===== src/rtl/uart_echo_pkg.sv =====
package uart_echo_pkg;

    typedef enum logic [1:0] {
        RX_IDLE,
        RX_START_CHK,
        RX_DATA,
        RX_STOP_WAIT
    } rx_state_t;

    typedef enum logic [1:0] {
        TX_IDLE,
        TX_START,
        TX_SHIFT,
        TX_STOP
    } tx_state_t;

endpackage


===== src/rtl/uart_tick_gen.sv =====
module uart_tick_gen #(
    parameter int DIVISOR = 2604
) (
    input  logic clk,
    input  logic rst_n,
    output logic tick
);
    localparam int CW = (DIVISOR > 1) ? $clog2(DIVISOR) : 1;
    localparam logic [CW-1:0] RELOAD = CW'(DIVISOR - 1);

    logic [CW-1:0] cnt_q;

    always_ff @(posedge clk or negedge rst_n) begin
        if (!rst_n) begin
            cnt_q <= '0;
            tick  <= 1'b0;
        end else if (cnt_q == '0) begin
            cnt_q <= RELOAD;
            tick  <= 1'b1;
        end else begin
            cnt_q <= cnt_q - 1'b1;
            tick  <= 1'b0;
        end
    end

    // Spacing checker: cycles since the previous pulse
    logic [31:0] gap_q;
    logic        seen_q;

    always_ff @(posedge clk or negedge rst_n) begin
        if (!rst_n) begin
            gap_q  <= '0;
            seen_q <= 1'b0;
        end else if (tick) begin
            gap_q  <= 32'd1;
            seen_q <= 1'b1;
        end else if (gap_q != '1) begin
            gap_q <= gap_q + 32'd1;
        end
    end

    assert_tick_spacing_R2: assert property (@(posedge clk) disable iff (!rst_n)
        (tick && seen_q) |-> (gap_q == 32'(DIVISOR)));

    generate
        if (DIVISOR > 1) begin : g_width_chk
            assert_tick_one_wide_R2: assert property (@(posedge clk) disable iff (!rst_n)
                tick |=> !tick);
        end
    endgenerate

endmodule


===== src/rtl/uart_sync2.sv =====
module uart_sync2 (
    input  logic clk,
    input  logic rst_n,
    input  logic din,
    output logic dout
);
    logic meta_q;

    always_ff @(posedge clk or negedge rst_n) begin
        if (!rst_n) begin
            meta_q <= 1'b1;
            dout   <= 1'b1;
        end else begin
            meta_q <= din;
            dout   <= meta_q;
        end
    end
endmodule


===== src/rtl/uart_rx_fsm.sv =====
module uart_rx_fsm
    import uart_echo_pkg::*;
#(
    parameter int DATA_W = 8
) (
    input  logic              clk,
    input  logic              rst_n,
    input  logic              tick,
    input  logic              rxs,
    output logic [DATA_W-1:0] data_o,
    output logic              avail_o
);
    localparam int IW = (DATA_W > 1) ? $clog2(DATA_W) : 1;
    localparam logic [IW-1:0] LAST = IW'(DATA_W - 1);

    rx_state_t         state_q, state_d;
    logic              half_q;
    logic [IW-1:0]     idx_q;
    logic [DATA_W-1:0] buf_q;

    // Next-state logic
    always_comb begin
        state_d = state_q;
        unique case (state_q)
            RX_IDLE:      if (!rxs) state_d = RX_START_CHK;
            RX_START_CHK: if (tick) state_d = rxs ? RX_IDLE : RX_DATA;
            RX_DATA:      if (tick && half_q && idx_q == LAST) state_d = RX_STOP_WAIT;
            RX_STOP_WAIT: if (tick) state_d = RX_IDLE;
            default:      state_d = RX_IDLE;
        endcase
    end

    // State register
    always_ff @(posedge clk or negedge rst_n) begin
        if (!rst_n) state_q <= RX_IDLE;
        else        state_q <= state_d;
    end

    // Datapath and outputs
    always_ff @(posedge clk or negedge rst_n) begin
        if (!rst_n) begin
            buf_q   <= '1;
            idx_q   <= '0;
            half_q  <= 1'b0;
            data_o  <= '0;
            avail_o <= 1'b0;
        end else begin
            avail_o <= 1'b0;
            unique case (state_q)
                RX_IDLE: begin
                    idx_q  <= '0;
                    half_q <= 1'b0;
                    if (!rxs) buf_q <= '1;
                end
                RX_START_CHK: begin
                    half_q <= 1'b0;
                end
                RX_DATA: begin
                    if (tick) begin
                        if (half_q) begin
                            buf_q[idx_q] <= rxs;
                            idx_q        <= idx_q + IW'(1);
                            half_q       <= 1'b0;
                        end else begin
                            half_q <= 1'b1;
                        end
                    end
                end
                RX_STOP_WAIT: begin
                    if (tick) begin
                        data_o  <= buf_q;
                        avail_o <= 1'b1;
                    end
                end
                default: ;
            endcase
        end
    end

    assert_avail_one_clock_R4: assert property (@(posedge clk) disable iff (!rst_n)
        avail_o |=> !avail_o);

    assert_avail_from_stop_R4: assert property (@(posedge clk) disable iff (!rst_n)
        $rose(avail_o) |-> ($past(state_q) == RX_STOP_WAIT));

    assert_spike_dropped_R3: assert property (@(posedge clk) disable iff (!rst_n)
        (state_q == RX_START_CHK && tick && rxs) |=> (state_q == RX_IDLE && !avail_o));

endmodule


===== src/rtl/uart_tx_fsm.sv =====
module uart_tx_fsm
    import uart_echo_pkg::*;
#(
    parameter int DATA_W = 8
) (
    input  logic              clk,
    input  logic              rst_n,
    input  logic              tick,
    input  logic              send_n,
    input  logic [DATA_W-1:0] data_i,
    output logic              line_o
);
    localparam int CW = (DATA_W > 1) ? $clog2(DATA_W) : 1;
    localparam logic [CW-1:0] LAST = CW'(DATA_W - 1);

    tx_state_t         state_q, state_d;
    logic [DATA_W-1:0] sh_q;
    logic [CW-1:0]     cnt_q;
    logic              ready_q;

    // Next-state logic
    always_comb begin
        state_d = state_q;
        unique case (state_q)
            TX_IDLE:  if (!send_n) state_d = TX_START;
            TX_START: if (tick) state_d = TX_SHIFT;
            TX_SHIFT: if (tick && cnt_q == LAST) state_d = TX_STOP;
            TX_STOP:  if (tick) state_d = TX_IDLE;
            default:  state_d = TX_IDLE;
        endcase
    end

    // State register
    always_ff @(posedge clk or negedge rst_n) begin
        if (!rst_n) state_q <= TX_IDLE;
        else        state_q <= state_d;
    end

    // Datapath and outputs
    always_ff @(posedge clk or negedge rst_n) begin
        if (!rst_n) begin
            line_o  <= 1'b1;
            ready_q <= 1'b1;
            sh_q    <= '0;
            cnt_q   <= '0;
        end else begin
            unique case (state_q)
                TX_IDLE: begin
                    line_o  <= 1'b1;
                    cnt_q   <= '0;
                    ready_q <= 1'b1;
                    if (!send_n) begin
                        sh_q    <= data_i;
                        ready_q <= 1'b0;
                    end
                end
                TX_START: begin
                    if (tick) line_o <= 1'b0;
                end
                TX_SHIFT: begin
                    if (tick) begin
                        line_o <= sh_q[0];
                        sh_q   <= sh_q >> 1;
                        cnt_q  <= cnt_q + CW'(1);
                    end
                end
                TX_STOP: begin
                    if (tick) begin
                        line_o  <= 1'b1;
                        ready_q <= 1'b1;
                    end
                end
                default: ;
            endcase
        end
    end

    assert_idle_line_high_R6: assert property (@(posedge clk) disable iff (!rst_n)
        (state_q == TX_IDLE) |-> line_o);

    assert_start_bit_low_R5: assert property (@(posedge clk) disable iff (!rst_n)
        (state_q == TX_START && tick) |=> !line_o);

    assert_ready_low_busy_R5: assert property (@(posedge clk) disable iff (!rst_n)
        (state_q != TX_IDLE) |-> !ready_q);

endmodule


===== src/rtl/uart_echo.sv =====
module uart_echo #(
    parameter int RX_DIV = 2604,
    parameter int TX_DIV = 5208,
    parameter int DATA_W = 8
) (
    input  logic              clk,
    input  logic              rst_n,
    input  logic              rx_serial,
    output logic              tx_serial,
    output logic [DATA_W-1:0] rx_byte
);
    logic rx_tick;
    logic tx_tick;
    logic rx_sync;
    logic rx_avail;

    uart_tick_gen #(.DIVISOR(RX_DIV)) u_rx_tick (
        .clk   (clk),
        .rst_n (rst_n),
        .tick  (rx_tick)
    );

    uart_tick_gen #(.DIVISOR(TX_DIV)) u_tx_tick (
        .clk   (clk),
        .rst_n (rst_n),
        .tick  (tx_tick)
    );

    uart_sync2 u_sync (
        .clk   (clk),
        .rst_n (rst_n),
        .din   (rx_serial),
        .dout  (rx_sync)
    );

    uart_rx_fsm #(.DATA_W(DATA_W)) u_rx (
        .clk     (clk),
        .rst_n   (rst_n),
        .tick    (rx_tick),
        .rxs     (rx_sync),
        .data_o  (rx_byte),
        .avail_o (rx_avail)
    );

    uart_tx_fsm #(.DATA_W(DATA_W)) u_tx (
        .clk    (clk),
        .rst_n  (rst_n),
        .tick   (tx_tick),
        .send_n (~rx_avail),
        .data_i (rx_byte),
        .line_o (tx_serial)
    );

endmodule


===== config.mk =====
export PLATFORM = sky130hd
export DESIGN_NAME = uart_echo
export DESIGN_NICKNAME = d
export VERILOG_FILES = /design/src/rtl/uart_echo_pkg.sv /design/src/rtl/uart_tick_gen.sv /design/src/rtl/uart_sync2.sv /design/src/rtl/uart_rx_fsm.sv /design/src/rtl/uart_tx_fsm.sv /design/src/rtl/uart_echo.sv
export SDC_FILE = /design/constraint.sdc
export NUM_CORES = 1
export LEC_CHECK = 0
export CAP_MARGIN = 20
export CORE_MARGIN = 4
export CORE_UTILIZATION = 45
export CTS_CLUSTER_DIAMETER = 120
export DETAILED_ROUTE_END_ITERATION = 10
export PLACE_DENSITY_LB_ADDON = 0.2
export SLEW_MARGIN = 20
export SYNTH_ARGS = -nofsm -noshare
export SYNTH_HDL_FRONTEND = slang
export SYNTH_HIERARCHICAL = 1
export SYNTH_SLANG_ARGS = --single-unit

===== constraint.sdc =====
create_clock -name clk -period 2.03 [get_ports clk]
set_input_delay 0.406 -clock clk [delete_from_list [all_inputs] [get_ports clk]]
set_output_delay 0.406 -clock clk [all_outputs]
set_load 0.05 [all_outputs]

# Yosys cells after proc, flatten, opt, wreduce, memory -nomap -nowiden
# Index checks and enable logic that the tools add are counted.
[word_totals]
regBits = 66
in_bits = 3
out_inout_bits = 9
wordCells = 101
[classes]
n_addsub = 4
magnitude_cmp = 2
eq_ne = 19
mux = 39
reduce_logical = 21
[op_table]
columns = ["op", "count"]
rows = [
  ["$mux 8", 5],
  ["$pmux 8 s2", 2],
  ["$mux 2", 9],
  ["$ne 2x2->1 const B", 8],
  ["$pmux 2 s4", 2],
  ["$logic_not 13->1", 1],
  ["$mux 13", 1],
  ["$sub 13x1->13 const B", 1],
  ["$logic_not 12->1", 1],
  ["$mux 12", 1],
  ["$pmux 3 s2", 2],
  ["$reduce_and 4->1", 3],
  ["$sub 12x1->12 const B", 1],
  ["$mux 1", 10],
  ["$mux 3", 3],
  ["$reduce_and 3->1", 3],
  ["$bwmux 8", 1],
  ["$eq 2x2->1 const B", 4],
  ["$add 3x1->3 const B", 2],
  ["$eq 3x3->1 const B", 2],
  ["$ne 2x1->1 const B", 3],
  ["$reduce_and 2->1", 3],
  ["$reduce_bool 2->1", 3],
  ["$eq 2x1->1 const B", 2],
  ["other kinds (8)", 12],
]

# Longest topological paths before layout
# Gate-level depths: netlist (run 1).
[depth]
ltp_word = 8
mapped_depth = 6
ltp_nobuf = 6

# Hierarchy
# Netlist (run 1), hierarchy kept.
[by_module_without_submodules]
columns = ["mod", "n_inst", "cells_each", "area_per_inst_um2"]
rows = [
  ["uart_rx_fsm", 1, 88, 1067.3],
  ["uart_tx_fsm", 1, 63, 782.0],
  ["uart_tick_gen (u_tx_tick)", 1, 71, 718.2],
  ["uart_tick_gen (u_rx_tick)", 1, 62, 681.9],
  ["uart_sync2", 1, 2, 52.6],
  ["uart_echo", 1, 1, 3.8],
]

# Least setup slack after synthesis (run 1)
# No wires, ideal clock.
[synth_path]
kind = "flip-flop to flip-flop"
from = "reg u_tx_tick.cnt_q[0]"
to = "reg u_tx_tick.cnt_q[3]"
setup_ns = 0.127
arrival_ns = 1.742
t_required_ns = 1.903
slack_ns = 0.162
path_stages_with_launch = 7
path_buffers = 0
period_less_slack_ns = 1.868
path_cell_list = "dfrtp_1 inv_1 ha_1 or4b_4 or4_4 clkinv_2 a21oi_1"
[synth_between]
elab_chain_cells = 2
[synth_lines]
columns = ["element", "line_no", "source"]
rows = [
  ["from (decl)", "uart_tick_gen.sv:11", "logic [CW-1:0] cnt_q;"],
  ["from (signal assigned)", "uart_tick_gen.sv:21", "cnt_q <= cnt_q - 1'b1;"],
  ["$sub 13x1->13 or $logic_not 13->1 (tied branches)", "uart_tick_gen.sv:21, uart_tick_gen.sv:17", ""],
  ["$mux 13 (*)", "uart_tick_gen.sv:17", "end else if (cnt_q == '0) begin"],
]
# Every way passes the cells marked *; elsewhere a longest branch is shown, timed or not.
# A chain may end at the register's enable or synchronous reset.

# Final worst setup path (run 1)
[layout_path]
from = "reg u_rx.data_o[1]"
to = "out rx_byte[1]"
[layout_lines]
columns = ["element", "line_no", "source"]
rows = [
  ["from (decl)", "uart_rx_fsm.sv:10", "output logic [DATA_W-1:0] data_o,"],
  ["from (signal assigned)", "uart_rx_fsm.sv:71", "data_o <= buf_q;"],
  ["to (decl)", "uart_echo.sv:10", "output logic [DATA_W-1:0] rx_byte"],
]
# No word-level cell between the ends.

==> results of run 1 <==
[per-layer routing]
layer	vias up	part of all wire (%)	GRT usage, %
met5	-	0	0
met4	0	0.99	6.86
met3	5	2.3	2.64
met2	19	46	22.0
met1	1055	51	20.1
li1	1111	-	-
[synthesized netlist by cell type (3+ instances only)]
cell type,number,area (sq um)
nor4b_1,4,35.0
or4_1,3,22.5
inv_1,16,60.1
mux2_2,28,315
mux2i_1,10,100
buf_2,4,20.0
a21oi_1,6,30.0
a22o_1,4,35.0
or4_4,3,33.8
o211ai_1,4,30.0
xnor2_1,6,52.6
nor2_1,17,63.8
dfstp_2,11,289
nand2_1,15,56.3
dfrtp_1,55,1380
nor4_1,8,50.1
ha_1,12,150
or3_1,4,25.0
o31ai_1,8,60.1
nor3_1,10,50.1
o41ai_1,3,26.3
nand3_1,5,25.0
o21ai_0,12,60.1
[cell type report]
type	count	area [sq um]	share of cell area (%)
tap	96	120	3.17
timing repair buffer	24	228	6.01
multi-input combinational	193	1510	39.9
sequential	66	1670	44.0
inverter	18	68.8	1.82
clock inverter	5	53.8	1.42
clock buffer	11	141	3.73
[kinds of logic after synthesis]
kind of cell / synth area share (%)
muxes: 12.9
DFF: 50.4
and+or+nand+nor: 15.8
buffers and inverters: 3.97
xor gates and xnor gates: 1.59
adders and majority gates: 4.54
AOI/OAI and AO/OA: 10.8
[flip-flops by register name, indices dropped and copies added, names as in the netlist, 2 cells and up, named ones only]
name,flops
u_rx_tick/cnt_q,12
u_rx/buf_q,8
u_rx/data_o,8
u_tx/state_q,2
u_rx/idx_q,3
u_tx/cnt_q,3
u_tx/sh_q,8
u_tx_tick/cnt_q,13
[worst register-to-register path: cells and delay by family (launching register included)]
| kind | cells | cell delay, ns |
|---|---|---|
| simple gates | 2 | 1.03 |
| buf+inv | 2 | 0.15 |
| fa+ha+maj | 1 | 0.20 |
| compound gates | 1 | 0.03 |
| flops | 1 | 0.38 |
[how the worst max path moves through the flow]
stage,endpoint,from,slack [ns],cells past startpoint
after floorplan,u_tx_tick/cnt_q[3],u_tx_tick/cnt_q[0],0.16,6
after global placement,u_tx_tick/cnt_q[3],u_tx_tick/cnt_q[0],0.19,6
after detailed placement,u_tx_tick/cnt_q[3],u_tx_tick/cnt_q[0],0.13,6
after CTS,rx_byte[0],u_rx/data_o[0],0.03,1
after global routing,rx_byte[6],u_rx/data_o[6],0.03,1
final,rx_byte[1],u_rx/data_o[1],0.11,1
[power breakdown]
group / switching [mW] / internal (mW)
clock network: 0.485 / 0.597
logic: 0.0314 / 0.0118
registers: 0.00406 / 1.32
total: 0.521 / 1.93
==> flow_summary_export.csv, run 1 <==
group,metric,value,unit
die,start_util,47.3,%
worst_setup_path,r2r-end,"u_tx_tick/cnt_q[3]",
layout,final_cell_mix,"dfrtp_1, mux2_2, nor2_1",
cts,clk_path_buf_depth,2,
logic_synthesis,synth_edf_count,0,
layout,final_common_cell,"dfrtp_1",
logic_synthesis,synth_seq_cells,66,
timing,fmax,521,MHz
layout,fillers,637,
logic_synthesis,synth_area,0.00331,sq mm
timing,finalSetupViolations,0,
worst_setup_path,crit_slowest_cell,"clkdlybuf4s50_1",
timing,fin_worst_skew,0.0122,ns
logic_synthesis,yosysSeqAreaShare,50.4,%
layout,stdcell_count,413,
route,ant_nets,0,
timing,hold_viol_final,0,
worst_setup_path,criticalPathCategory,"reg -> out",
logic_synthesis,syn_nets,302,
worst_setup_path,cpPeakStageDelay,0.81,ns
grt,grt_pass1_wl,10200,um
timing,rsz0062_at_grt,"false",
power,p_leak,1.69,nW
worst_setup_path,worstPathRequired,1.62,ns
cts,post-cts-setup-buffers,0,
cts,cts_resized,0,
grt,track_usage,14.5,%
place,dpl.hpwl,4070,um
route,drt-pass1-iter-count,4,
timing,worstMarginPinSlew,0.571,ns
worst_setup_path,worstPathArrival,1.51,ns
place,port_buffers,11,
timing,max-slew-margin-rel,62.0,%
die,ios,12,
grt,grt_pass1_vias,2217,
cts,cts_tree,"yes",
grt,grt_overflow_total,0,
route,drt_wl_total,5740,um
worst_hold_path,hold_class,"in -> async",
logic_synthesis,ys_warn_count,6,
layout,layout-area-overhead-vs-synth,14.5,%
cts,clock-sinks,66,
worst_setup_path,crit_path_max_fanout,3,
cts,cts_buffers,9,
die,coreArea,0.00698,sq mm
timing,whs,0.0642,ns
worst_setup_path,r2r_start,"u_tx_tick/cnt_q[0]",
timing,setup_ws,0.112,ns
worst_setup_path,worst-path-buf-inv,1,
power,ir_drop,0.305,mV
die,die_x,93.7,um
worst_setup_path,crit_path_end_kind,"primary output",
cts,root_buffer,"clkbuf_8",
layout,drive_above_1_share,25.6,%
layout,fin_util,54.2,%
place,dpl_worst_slack,0.127,ns
route,via_count,2190,
layout,diodes,0,
worst_setup_path,cp-start-kind,"register",
route,viasPerCell,5.30,
timing,period_needed,1.92,ns
layout,nets,327,
logic_synthesis,synthArstFlopShare,100,%
logic_synthesis,syn_area_per_cell,11.5,sq um
cts,clkTransAtPathRegs,0.07,ns
layout,design_area,0.00379,sq mm
grt,grt_max_degree,24,
route,routedWlPerCell,13.9,um
die,num_rows,30,
cts,clk_latency,0.33,ns
logic_synthesis,synth_top_flop_cell,"dfrtp_1",
place,place_inst,397,
route,drc,0,
logic_synthesis,synth.distinct_cells,54,
die,dieArea,0.00878,sq mm
place,gp_congestion,0.807,
place,placed_area,0.00359,sq mm
cts,hold_buffers,0,
worst_setup_path,crit_path_cell_trace,"clkdlybuf4s50_1",
cts,h-tree-depth,3,
timing,post-route-period-util,94.5,%
logic_synthesis,syn_inst,287,
worst_setup_path,crit_family,"buffers and inverters",
route,first_iter_violations,141,
power,finalPower,2.45,mW
die,die_y,93.7,um
worst_setup_path,r2r_slack,0.14,ns
job,cap_viol_max_count,0,
grt,antenna_found_initial,0,
timing,fin_setup_tns,0,ns
timing,finalMaxSlewViolations,0,
outcome,status,"complete, no violations",
power,power.density,647,mW/mm^2
worst_setup_path,r2r_cells,6,
Note: power is estimated with default switching activity, not from simulation.
==> run 2: changes to the inputs <==
--- a/config.mk
+++ b/config.mk
@@ -5,6 +5,7 @@
 export SDC_FILE = /design/constraint.sdc
 export NUM_CORES = 1
 export LEC_CHECK = 0
+export ABC_AREA = 1
 export CAP_MARGIN = 20
 export CORE_MARGIN = 4
 export CORE_UTILIZATION = 45
==> run 2 against run 1 <==
Synthesized cell count increased by 56%. Cell area grew 2.8%. Register-to-register slack better by 0.26 ns. Combinational power increased by 94%. Worst setup slack worse by 0.019 ns. Area after synthesis grew 6.5%. Highest routed layer unchanged.
==> flow_summary_export.csv, run 2 <==
group,metric,value,unit
cts,clk_latency,0.33,ns
worst_setup_path,worstPathArrival,1.53,ns
layout,largest_reg_flops,13,
worst_setup_path,crit_family,"buffers and inverters",
route,ant_nets,0,
die,coreArea,0.00741,sq mm
logic_synthesis,synth_top_flop_cell,"dfrtp_1",
layout,final_cell_mix,"nand2_1, dfrtp_1, nand3_1",
logic_synthesis,synth.most_common_cell,"nand2_1",
logic_synthesis,ys_top_cells_by_count,"nand2_1, dfrtp_1, nand3_1, nor2_1, inv_1",
die,die_y,96.5,um
layout,design_area,0.00389,sq mm
worst_setup_path,crit_path_cell_trace,"clkdlybuf4s50_1",
grt,antenna_found_initial,0,
worst_setup_path,r2r_start,"u_tx/state_q[0]",
power,finalPower,2.57,mW
route,via_count,2718,
worst_setup_path,r2r-end,"u_tx/sh_q[3]",
power,p_leak,1.97,nW
logic_synthesis,syn_nets,462,
timing,finalSetupViolations,0,
timing,fmax,516,MHz
die,num_rows,31,
die,dieArea,0.00930,sq mm
die,die_x,96.5,um
logic_synthesis,yosysSeqAreaShare,47.3,%
place,gp_congestion,0.806,
layout,diodes,0,
logic_synthesis,syn_inst,447,
place,port_buffers,11,
route,routedWlPerCell,11.5,um
timing,fin_worst_skew,0.00668,ns
grt,grt_max_degree,67,
die,start_util,47.5,%
worst_setup_path,crit_path_max_fanout,3,
worst_setup_path,r2r_slack,0.40,ns
logic_synthesis,synth.distinct_cells,31,
cts,root_buffer,"clkbuf_8",
die,ios,12,
cts,h-tree-depth,3,
outcome,status,"complete, no violations",
layout,nets,477,
grt,grt_pass1_wl,12000,um
job,cap_viol_max_count,0,
grt,track_usage,16.5,%
logic_synthesis,netlist.area_leader.share,39.1,%
worst_setup_path,r2r_cells,7,
cts,cts_buffers,9,
route,drt_wl_total,6510,um
layout,top_register,"u_tx_tick/cnt_q",
layout,largest_registers,"u_tx_tick/cnt_q x13, u_rx_tick/cnt_q x12",
timing,hold_viol_final,0,
logic_synthesis,synth_seq_cells,66,
worst_hold_path,hold_class,"in -> async",
timing,period_needed,1.94,ns
worst_setup_path,crit_path_end_kind,"primary output",
grt,grt_pass1_vias,2648,
worst_setup_path,cpPeakStageDelay,0.82,ns
place,placed_area,0.00371,sq mm
worst_setup_path,worstPathRequired,1.62,ns
timing,worstMarginPinSlew,0.535,ns
cts,cts_tree,"yes",
layout,final_common_cell,"nand2_1",
worst_setup_path,worst-path-buf-inv,1,
layout,multiInputGateArea,0.00161,sq mm
cts,clock-sinks,66,
layout,drive_above_1_share,13.3,%
worst_setup_path,criticalPathCategory,"reg -> out",
logic_synthesis,syn_area_per_cell,7.88,sq um
route,drt-pass1-iter-count,5,
timing,finalMaxSlewViolations,0,
logic_synthesis,ys_warn_count,6,
logic_synthesis,synth_edf_count,0,
logic_synthesis,synthArstFlopShare,100,%
logic_synthesis,synth_area,0.00352,sq mm
cts,clkTransAtPathRegs,0.07,ns
place,dpl.hpwl,4550,um
timing,max-slew-margin-rel,64.3,%
layout,fillers,721,
layout,layout-area-overhead-vs-synth,10.5,%
logic_synthesis,ys_top_cells_by_area,"dfrtp_1, nand2_1, dfstp_2, nand3_1, ha_1",
worst_setup_path,cp-start-kind,"register",
cts,clk_path_buf_depth,2,
route,viasPerCell,4.80,
layout,regArea,0.00167,sq mm
timing,fin_setup_tns,0,ns
route,drc,0,
cts,post-cts-setup-buffers,0,
logic_synthesis,yosysTopAreaCell,"dfrtp_1",
route,first_iter_violations,141,
cts,hold_buffers,0,
power,ir_drop,0.477,mV
power,power.density,660,mW/mm^2
timing,rsz0062_at_grt,"false",
worst_setup_path,crit_slowest_cell,"clkdlybuf4s50_1",
layout,fin_util,52.5,%
timing,post-route-period-util,95.4,%
grt,grt_overflow_total,0,
run 2: changes by cell type in the layout (fill, tap and decap cells not counted), moves of 7 or more:
cell	previous run	this run
nor2_4	0	7
nand2_2	0	8
nor3_1	10	3
nor4_1	8	0
nor2_1	17	40
nand3_1	5	51
buf_4	12	3
inv_1	16	38
mux2i_1	10	0
mux2_2	28	0
o31ai_1	8	0
nand2_1	15	159
run 2: area by class of cell:
class / count / share of cell area [%]
Sequential cell: 66 / 42.8
Clock buffer: 13 / 3.57
Multi-Input combinational cell: 326 / 41.5
Tap cell: 99 / 3.18
Inverter: 45 / 4.34
Timing Repair Buffer: 14 / 3.60
Clock inverter: 3 / 1.03
run 2: metal layers:
metal  global-route usage [%]  part of all wire (%)  routed length, um  vias up
met5                        0                     0                  0        -
li1                         -                     -                  -     1440
met2                     26.8                    46               3000       30
met1                     21.5                    50               3270     1244
met3                     3.95                   2.7                177        4
met4                     5.96                  0.92                 60        0
run 2: through the flow:
stage	cells	setup WS [ns]	hold slack, ns
3_5_place_dp	550	0.398	0.354
4_1_cts	566	0.0112	0.0884
3_3_place_gp	550	0.445	0.350
6_report	566	0.0925	0.0814
2_1_floorplan	447	0.762	0.110
5_1_grt	566	0.0192	0.0890
run 2: worst max path at each step:
stage                                from              end  slack, ns  cells past startpoint
final                      u_rx/data_o[7]       rx_byte[7]       0.09                      1
after global routing       u_rx/data_o[7]       rx_byte[7]       0.02                      1
after CTS                  u_rx/data_o[1]       rx_byte[1]       0.01                      1
after detailed placement   u_rx/data_o[1]       rx_byte[1]       0.40                      1
after global placement     u_rx/data_o[3]       rx_byte[3]       0.45                      1
after floorplan           u_tx/state_q[0]  u_tx/state_q[0]       0.76                      8
run 2: power breakdown:
part / total (mW) / switching, mW / internal [mW]
registers: 1.45 / 0.0360 / 1.41
clock network: 1.04 / 0.471 / 0.566
logic: 0.0836 / 0.0535 / 0.0300
total: 2.57 / 0.560 / 2.01
run 2: cells by family (layout without fill, tap and decap cells):
family                   after synthesis  after routing  share of synthesized area, %
AO/OA/AOI/OAI                         22             22                          3.30
XOR/XNOR                               3              3                         0.746
adder cells (fa/ha/maj)               12             12                          4.26
buffers and inverters                 55             75                          6.86
flip-flops                            66             66                          47.3
AND/OR/NAND/NOR                      289            289                          37.5
run 2: what timing repair did:
item	CTS	global route
hold endpoints to repair	0	0
setup endpoints to repair	0	1
gates resized for setup	0	1
